--- src/rtl/tmr_pkg.sv ---
package tmr_pkg;
    localparam int CNT_W = 8;
    localparam int PS_W  = 8;
    localparam int SEL_W = $clog2(PS_W);

    typedef enum logic {
        FLAG_IDLE   = 1'b0,
        FLAG_RAISED = 1'b1
    } flag_state_t;
endpackage

--- src/rtl/tmr_source.sv ---
module tmr_source #(
    parameter int INT_DIV = 2
) (
    input  logic clk,
    input  logic rst_n,
    input  logic ext_pin,
    input  logic src_ext,
    input  logic edge_fall,
    input  logic restart,
    output logic src_tick
);
    localparam int DIV_W = (INT_DIV > 2) ? $clog2(INT_DIV) : 1;
    localparam logic [DIV_W-1:0] DIV_LAST = DIV_W'(INT_DIV - 1);

    logic [DIV_W-1:0] div_q;
    logic [1:0]       sync_q;
    logic             prev_q;
    logic             int_tick;
    logic             ext_tick;

    // internal clock divider, restarted by a bus write
    always_ff @(posedge clk) begin
        if (!rst_n || restart)   div_q <= '0;
        else if (div_q == DIV_LAST) div_q <= '0;
        else                     div_q <= div_q + 1'b1;
    end
    assign int_tick = (div_q == DIV_LAST);

    // two-flop synchroniser plus previous sample for edge detect
    always_ff @(posedge clk) begin
        if (!rst_n) begin
            sync_q <= 2'b00;
            prev_q <= 1'b0;
        end else begin
            sync_q <= {sync_q[0], ext_pin};
            prev_q <= sync_q[1];
        end
    end

    always_comb begin
        if (edge_fall) ext_tick = prev_q & ~sync_q[1];
        else           ext_tick = sync_q[1] & ~prev_q;
    end

    assign src_tick = src_ext ? ext_tick : int_tick;
endmodule

--- src/rtl/tmr_prescaler.sv ---
module tmr_prescaler
    import tmr_pkg::*;
(
    input  logic             clk,
    input  logic             rst_n,
    input  logic             restart,
    input  logic [SEL_W-1:0] sel,
    input  logic             tick_in,
    output logic             tick_out
);
    logic [PS_W-1:0] pre_q;
    logic [PS_W-1:0] tap_mask;

    // mask of sel+1 low ones; code 7 gives all ones
    assign tap_mask = ~({PS_W{1'b1}} << ({1'b0, sel} + 4'd1));

    always_ff @(posedge clk) begin
        if (!rst_n || restart) pre_q <= '0;
        else if (tick_in)      pre_q <= pre_q + 1'b1;
    end

    assign tick_out = tick_in && ((pre_q & tap_mask) == tap_mask);
endmodule

--- src/rtl/tmr_counter_top.sv ---
module tmr_counter_top
    import tmr_pkg::*;
#(
    parameter int INT_DIV = 2
) (
    input  logic             clk,
    input  logic             rst_n,
    input  logic             ext_pin,
    input  logic             src_ext,
    input  logic             edge_fall,
    input  logic [SEL_W-1:0] psc_sel,
    input  logic             wr_en,
    input  logic [CNT_W-1:0] wr_data,
    input  logic             flag_clr,
    output logic [CNT_W-1:0] count,
    output logic             ovf_flag
);
    localparam logic [CNT_W-1:0] CNT_MAX = {CNT_W{1'b1}};

    logic             src_tick;
    logic             inc_pulse;
    logic             wrap;
    logic [CNT_W-1:0] count_q;
    flag_state_t      state_q, state_d;

    tmr_source #(.INT_DIV(INT_DIV)) u_src (
        .clk       (clk),
        .rst_n     (rst_n),
        .ext_pin   (ext_pin),
        .src_ext   (src_ext),
        .edge_fall (edge_fall),
        .restart   (wr_en),
        .src_tick  (src_tick)
    );

    tmr_prescaler u_psc (
        .clk      (clk),
        .rst_n    (rst_n),
        .restart  (wr_en),
        .sel      (psc_sel),
        .tick_in  (src_tick),
        .tick_out (inc_pulse)
    );

    always_ff @(posedge clk) begin
        if (!rst_n)         count_q <= '0;
        else if (wr_en)     count_q <= wr_data;
        else if (inc_pulse) count_q <= count_q + 1'b1;
    end

    assign wrap = inc_pulse && !wr_en && (count_q == CNT_MAX);

    // flag state register
    always_ff @(posedge clk) begin
        if (!rst_n) state_q <= FLAG_IDLE;
        else        state_q <= state_d;
    end

    // next state: OVERFLOW, ACK, HOLD
    always_comb begin
        state_d = state_q;
        unique case (state_q)
            FLAG_IDLE:   if (wrap) state_d = FLAG_RAISED;
            FLAG_RAISED: if (flag_clr && !wrap) state_d = FLAG_IDLE;
            default:     state_d = FLAG_IDLE;
        endcase
    end

    // outputs
    always_comb begin
        count    = count_q;
        ovf_flag = (state_q == FLAG_RAISED);
    end
endmodule

--- config.mk ---
export PLATFORM = sky130hd
export DESIGN_NAME = tmr_counter_top
export DESIGN_NICKNAME = d
export VERILOG_FILES = /design/src/rtl/tmr_pkg.sv /design/src/rtl/tmr_source.sv /design/src/rtl/tmr_prescaler.sv /design/src/rtl/tmr_counter_top.sv
export SDC_FILE = /design/constraint.sdc
export NUM_CORES = 1
export LEC_CHECK = 0
export CAP_MARGIN = 20
export CORE_AREA = 2 2 47 49
export DETAILED_ROUTE_END_ITERATION = 12
export DIE_AREA = 0 0 49 51
export DONT_BUFFER_PORTS = 1
export GPL_TIMING_DRIVEN = 0
export PLACE_DENSITY = 0.69
export SLEW_MARGIN = 20
export SYNTH_ARGS = -nofsm -noshare
export SYNTH_HDL_FRONTEND = slang
export SYNTH_SLANG_ARGS = --single-unit
--- constraint.sdc ---
create_clock -name clk -period 3.6 [get_ports clk]
set_input_delay 0.18 -clock clk [delete_from_list [all_inputs] [get_ports clk]]
set_output_delay 0.18 -clock clk [all_outputs]
set_load 0.02 [all_outputs]
==> summary.md, run 1 <==
| Metric | Value |
|---|---|
| Final HPWL DP | `roughly 1500 microns` |
| Proportion of synthesized area in mux cells | `roughly 1.9%` |
| Total power | `around 0.00040 W` |
| Routed vias | `~870` |
| Largest family of logic cells by synthesized area | `simple AND/OR/NAND/NOR gates` |
| Post-synthesis compound-gate area fraction | `between 10% and 20%` |
| Net switching power | `0.000105 W` |
| Number of cell rows | `17` |
| Routed vias/inst | `~5.7` |
| Internal power | `~0.00030 W` |
| Post-synth ARST share | `0%` |
| Final Wtd Congestion | `approximately 0.83` |
| Initial antenna violation count | `0` |
| Syn. warnings | `0` |
| Reg power frac | `64.2%` |
| Gate power share | `roughly 9%` |
| Max transition margin | `between 70% and 80%` |
| Worst Hold Depth | `1` |
| EDFF count, synth | `0` |
| Clk_skew | `between 0.01 and 0.015 ns` |
| Port Buffers | `0` |
| Reg clk slew, reported paths | `0.12 ns` |
| Vias in the first global route | `approximately 850` |
| Die area | `around 2500 sq um` |
| CTS root buf | `clkbuf_4` |
| R2R cell count | `7` |
| CORE AREA | `2060 sq um` |
| CP delay by family, top | `simple AND/OR/NAND/NOR gates` |
| WP depth | `7` |
| CTS H-Tree Depth | `1` |
| Startpoint Class | `flip-flop` |
| Status | `finished, final reports clean` |
| Final setup violation count | `0` |
| WHS | `between 0.01 and 0.015 ns` |
| Max-slew violations | `0` |
| Synth Area in Adders | `between 4 and 5%` |
| Buffers plus inverters on the worst setup path | `1` |
| Dpl ws | `approximately 1.1 ns` |
| Switching part of the total | `25.9%` |
| First-pass GRT wire length | `between 3000 and 4000 microns` |
| Critical Path AT | `approximately 2.7 ns` |
| Share of layout cells above drive strength 1 | `a little over 8%` |
| Synth Cell Area | `roughly 1000 sq um` |
| I/O pin total | `27` |
| Post-Synth XOR/XNOR Area | `roughly 6.7%` |
| Crit Path Category | `flip-flop to flip-flop` |
| Post-synthesis cell count | `~120` |
| Final non-filler cell total | `152` |
| Syn Area/Cell | `8.80 sq um` |
| DR WL/cell | `12.8 microns` |
| Final critical-path required period | `roughly 2.5 ns` |
| Cell count after placement | `around 150` |
| Length of the first detailed-routing pass in iterations | `4` |
| Most common cell after layout, fill and taps aside | `dfxtp_1` |
| Worst-Margin Slew | `approximately 0.42 ns` |
| Commonest register cell after synthesis | `dfxtp_1` |
| P per Cell Area | `around 360 nW/um^2` |
| Slowest CP cell | `or4b_4` |
| Initial Util | `between 50% and 60%` |
| CTS buffer count | `3` |
| Min-Delay Path Class | `input port to flip-flop` |
| Die Height | `approximately 51 microns` |
| Tcrit/Tclk final | `68.1%` |
| Cts repair resizes | `0` |
| Syn-to-layout area delta | `6.93%` |
| Peak supply drop | `~0.20 mV` |
| Simple-Gate Fraction of Synth Area | `25.3%` |
| Drc violations | `0` |
| Die X | `approximately 49 microns` |
| Crit end category | `flip-flop` |
| Antenna diodes | `0` |
| Total GRT Usage | `approximately 18%` |
| Worst-path fanout max | `10` |
| Synth Register Bits | `21` |
| Syn Nets | `roughly 140` |
| Worst EP required | `approximately 3.8 ns` |
| TritonCTS clock tree | `yes` |
| Worst skew pair latency | `about 0.3 ns` |
| Nets | `approximately 150` |
| 1st-iter DRT viols | `9` |
| Crit-path cells | `or3b_1 > a31oi_4 > o221ai_2 > or4b_4 > buf_2 > or3_1 > a31oi_1` |
| Final hold violations | `0` |
| Total gr overflow | `0` |
| Post-CTS Setup Inserts | `0` |
| Clk buf depth | `2` |
| Clock sinks | `21` |
| Largest net degree at the start of global routing | `13` |
| Routed WL | `between 1500 and 2000 microns` |
| Clock power share | `between 20% and 30%` |
| Post-synthesis sequential area ratio | `between 40% and 50%` |
| Leakage power | `a little under 0.4 nW` |
| CTS Hold Bufs | `1` |
| Post-DRT Antenna Nets | `0` |
| Most frequent cells in the layout | `dfxtp_1 (21), nor2_1 (12), o21ai_0 (12), nand2_1 (8)` |
| Max stage delay on crit path | `0.57 ns` |
| Yosys cell types | `34` |
| MaxCap Viol Count | `0` |
| Max Freq | `between 400 and 500 MHz` |
| Setup ws final | `approximately 1.1 ns` |
| RSZ-0062 raised after global routing | `false` |
| Setup_tns | `0 ns` |
Yosys cell counts (2+ instances only):
master / instances / share of area (%)
a21oi_1: 3 / 1.4
a31oi_1: 6 / 3.6
and2_1: 4 / 2.4
and3_1: 2 / 1.2
clkbuf_1: 2 / 0.72
dfxtp_1: 21 / 40
ha_1: 4 / 4.8
inv_1: 3 / 1.1
mux2i_1: 2 / 1.9
nand2_1: 8 / 2.9
nand3_1: 6 / 2.9
nand4_1: 3 / 1.8
nor2_1: 12 / 4.3
o21ai_0: 12 / 5.7
o31ai_1: 2 / 1.4
or3_1: 4 / 2.4
or4_1: 2 / 1.4
xnor2_1: 2 / 1.7
xor2_1: 6 / 5.0
registers in the layout (all words and copies together), names as in the netlist:
| name | count |
|---|---|
| u_psc.pre_q | 8 |
| ovf_flag | 1 |
| u_src.prev_q | 1 |
| u_src.sync_q | 2 |
| count | 8 |
| u_src.div_q | 1 |
through the flow:
step                      util, %  cell area, sq um
after global routing         54.3              1120
after floorplan                 -              1050
final                        54.3              1120
after CTS                    54.3              1120
after global placement       52.5              1080
after detailed placement     52.5              1080
cell families after synthesis:
family / Yosys count
compound gates: 29
buf+inv: 6
xor+xnor: 8
flops: 21
fa+ha+maj: 4
mux: 2
simple gates: 49
final timing paths:
| check | from | slack, ns | endpoint |
|---|---|---|---|
| setup reg to reg | u_src.prev_q | 1.15 | count[5] |
| hold / removal | ext_pin | 0.01 | u_src.sync_q[0] |
| hold reg to reg | u_src.div_q | 0.43 | u_src.div_q |
| setup / recovery | u_src.prev_q | 1.15 | count[5] |
layout make-up:
class,instances,area [sq um]
repair buffers,1,10.0
clock buffers,3,22.5
fillers,206,943
inverters,3,11.3
plain buffers,3,12.5
flip-flops and latches,21,420
well taps,28,35.0
multi-input cells,92,603
clock inverters,1,5.00
metal layers:
layer,wire [microns],up-vias,global-route usage [%]
met3,89,2,3.51
met4,17,0,7.14
met1,936,397,23.1
met2,907,21,29.5
li1,-,445,-
met5,0,-,0
power groups by stage:
stage	clock, W	combinational, W	sequential [W]
2_1_floorplan	0	0.0000290	0.000261
3_3_place_gp	0	0.0000333	0.000263
3_5_place_dp	0	0.0000347	0.000264
4_1_cts	0.000115	0.0000357	0.000259
5_1_grt	0.000122	0.0000419	0.000260
6_report	0.000109	0.0000353	0.000259
No activity file was read; power rests on OpenSTA's default activity.
==> inputs of run 2 (changes only) <==
==> constraint.sdc (replaced) <==
create_clock -name clk -period 2.5 [get_ports clk]
set_input_delay 0.125 -clock clk [delete_from_list [all_inputs] [get_ports clk]]
set_output_delay 0.125 -clock clk [all_outputs]
set_load 0.02 [all_outputs]
==> run 2 against run 1 <==
- power rose by 46%
- combinational power rose by 59%
- core utilization rose by 1.5 points
- die area did not move
- critical endpoint unchanged
- largest power group unchanged
==> summary.md, run 2 (same netlist as run 1, synthesis figures left out) <==
| Metric | Value |
|---|---|
| Antenna diodes | `0 (unchanged)` |
| Largest net degree at the start of global routing | `13 (unchanged)` |
| Setup_tns | `0 ns (unchanged)` |
| Max stage delay on crit path | `0.57 ns (about the same)` |
| Syn-to-layout area delta | `9.92%` |
| Crit Path Category | `flip-flop to flip-flop` |
| Cell area after layout | `1150 sq um (+2.8%)` |
| Worst skew pair latency | `0.30 ns (about the same)` |
| DR WL/cell | `12.9 microns (+0.78%)` |
| Status | `finished, final reports clean` |
| Final Wtd Congestion | `0.833 (unchanged)` |
| Crit-path cells | `or3b_1 > a31oi_4 > o221ai_2 > or4b_4 > buf_2 > or3_1 > a31oi_1` |
| Clk buf depth | `2 (unchanged)` |
| Initial antenna violation count | `0 (unchanged)` |
| Post-DRT Antenna Nets | `0 (unchanged)` |
| CTS buffer count | `3 (unchanged)` |
| TritonCTS clock tree | `yes` |
| Worst-path fanout max | `10 (unchanged)` |
| 1st-iter DRT viols | `7 (-2)` |
| Total GRT Usage | `18.0% (+0.13 points)` |
| Die Height | `51 microns (unchanged)` |
| Worst EP required | `2.74 ns (-1.10 ns)` |
| Routed vias | `889 (+2.8%)` |
| Max transition margin | `72.2% (+0.32 points)` |
| Startpoint Class | `flip-flop` |
| Routed WL | `2010 microns (+2.8%)` |
| Final HPWL DP | `1500 microns (unchanged)` |
| Clk_skew | `0.0153 ns (+0.000980 ns)` |
| Initial Util | `50.8% (unchanged)` |
| Number of cell rows | `17 (unchanged)` |
| Final setup violation count | `0 (unchanged)` |
| CP delay by family, top | `simple AND/OR/NAND/NOR gates` |
| Reg clk slew, reported paths | `0.12 ns (about the same)` |
| Most common cell after layout, fill and taps aside | `dfxtp_1` |
| Min-Delay Path Class | `input port to flip-flop` |
| I/O pin total | `27 (unchanged)` |
| Final critical-path required period | `2.36 ns (-0.0903 ns)` |
| CORE AREA | `2060 sq um (unchanged)` |
| Worst-Margin Slew | `0.417 ns (-0.00473 ns)` |
| Vias in the first global route | `865 (+1.4%)` |
| CTS H-Tree Depth | `1 (unchanged)` |
| Share of layout cells above drive strength 1 | `10.2% (+2.2 points)` |
| Most frequent cells in the layout | `dfxtp_1 (21), nor2_1 (12), o21ai_0 (12), nand2_1 (8)` |
| MaxCap Viol Count | `0 (unchanged)` |
| Port Buffers | `0 (unchanged)` |
| Clock sinks | `21 (unchanged)` |
| Nets | `150 (+2.0%)` |
| CTS root buf | `clkbuf_4` |
| Final hold violations | `0 (unchanged)` |
| Post-DP Area | `1080 sq um (unchanged)` |
| Fill cells | `202 (-1.9%)` |
| Die area | `2500 sq um (unchanged)` |
| RSZ-0062 raised after global routing | `false` |
| Drc violations | `0 (unchanged)` |
| Buffers plus inverters on the worst setup path | `1 (unchanged)` |
| Leakage power | `0.399 nW (+3.7%)` |
| First-pass GRT wire length | `3510 microns (+0.80%)` |
| Crit end category | `flip-flop` |
| Max-slew violations | `0 (unchanged)` |
| Length of the first detailed-routing pass in iterations | `4 (unchanged)` |
| Die X | `49 microns (unchanged)` |
| Critical Path AT | `2.60 ns (-0.09 ns)` |
| P per Cell Area | `510 nW/um^2 (+42%)` |
| Slowest CP cell | `or4b_4` |
| Tcrit/Tclk final | `94.5% (+26 points)` |
| Peak supply drop | `0.286 mV (+44%)` |
| Total gr overflow | `0 (unchanged)` |
| Routed vias/inst | `5.74 (+0.79%)` |
| Max Freq | `423 MHz (+3.8%)` |
[run 2: cell types whose count changed in the layout (fill, tap and decap cells not counted), sizes merged]
cell,change
dlygate4sd3,+1
buf,+2
[run 2: per-stage QoR]
stage	power [W]	worst slack, ns	std cells	utilization [%]	hold slack (ns)
2_1_floorplan	0.000418	0.172	119	-	0.252
3_3_place_gp	0.000427	0.0725	147	52.5	0.255
3_5_place_dp	0.000430	0.0360	147	52.5	0.258
4_1_cts	0.000590	0.0438	153	54.8	0.000703
5_1_grt	0.000617	0.0106	155	55.8	0.00500
6_report	0.000587	0.138	155	55.8	0.00325
[run 2: power breakdown]
group	switching [W]	internal [W]	leakage [nW]	total, W
combinational	0.0000288	0.0000272	0.209	0.0000560
clock	0.0000998	0.0000595	0.0177	0.000159
sequential	0.0000249	0.000347	0.172	0.000372
total	0.000153	0.000434	0.399	0.000587
[run 2: worst paths after layout]
| kind | start | endpoint | slack [ns] | cells after the start |
|---|---|---|---|---|
| max | u_src.prev_q | count[5] | 0.14 | 7 |
| min | wr_data[0] | count[0] | 0.003 | 2 |
| max reg2reg | u_src.prev_q | count[5] | 0.14 | 7 |
| min reg2reg | u_src.div_q | u_src.div_q | 0.43 | 1 |
[run 2: timing repair]
item | CTS | global route
buffers inserted | 0 | 2
endpoints found under the hold margin | 3 | 0
gates resized for setup | 0 | 1
endpoints found under the setup margin | 0 | 4
hold buffers | 2 | 0
[run 2: area by class of cell]
type | count | area (sq um) | area share (%)
Multi-Input combinational cell | 92 | 609 | 52.9
Tap cell | 28 | 35.0 | 3.04
Buffer | 3 | 12.5 | 1.09
Timing Repair Buffer | 4 | 35.0 | 3.04
Clock inverter | 1 | 5.00 | 0.435
Clock buffer | 3 | 22.5 | 1.96
Inverter | 3 | 11.3 | 0.978
Sequential cell | 21 | 420 | 36.5
[run 2: metal layers]
layer | share of wire, % | vias up | track usage (%)
met2 | 49 | 18 | 29.9
li1 | - | 454 | -
met5 | 0 | - | 0
met1 | 46 | 415 | 23.1
met4 | 0.85 | 0 | 7.14
met3 | 4.5 | 2 | 3.51
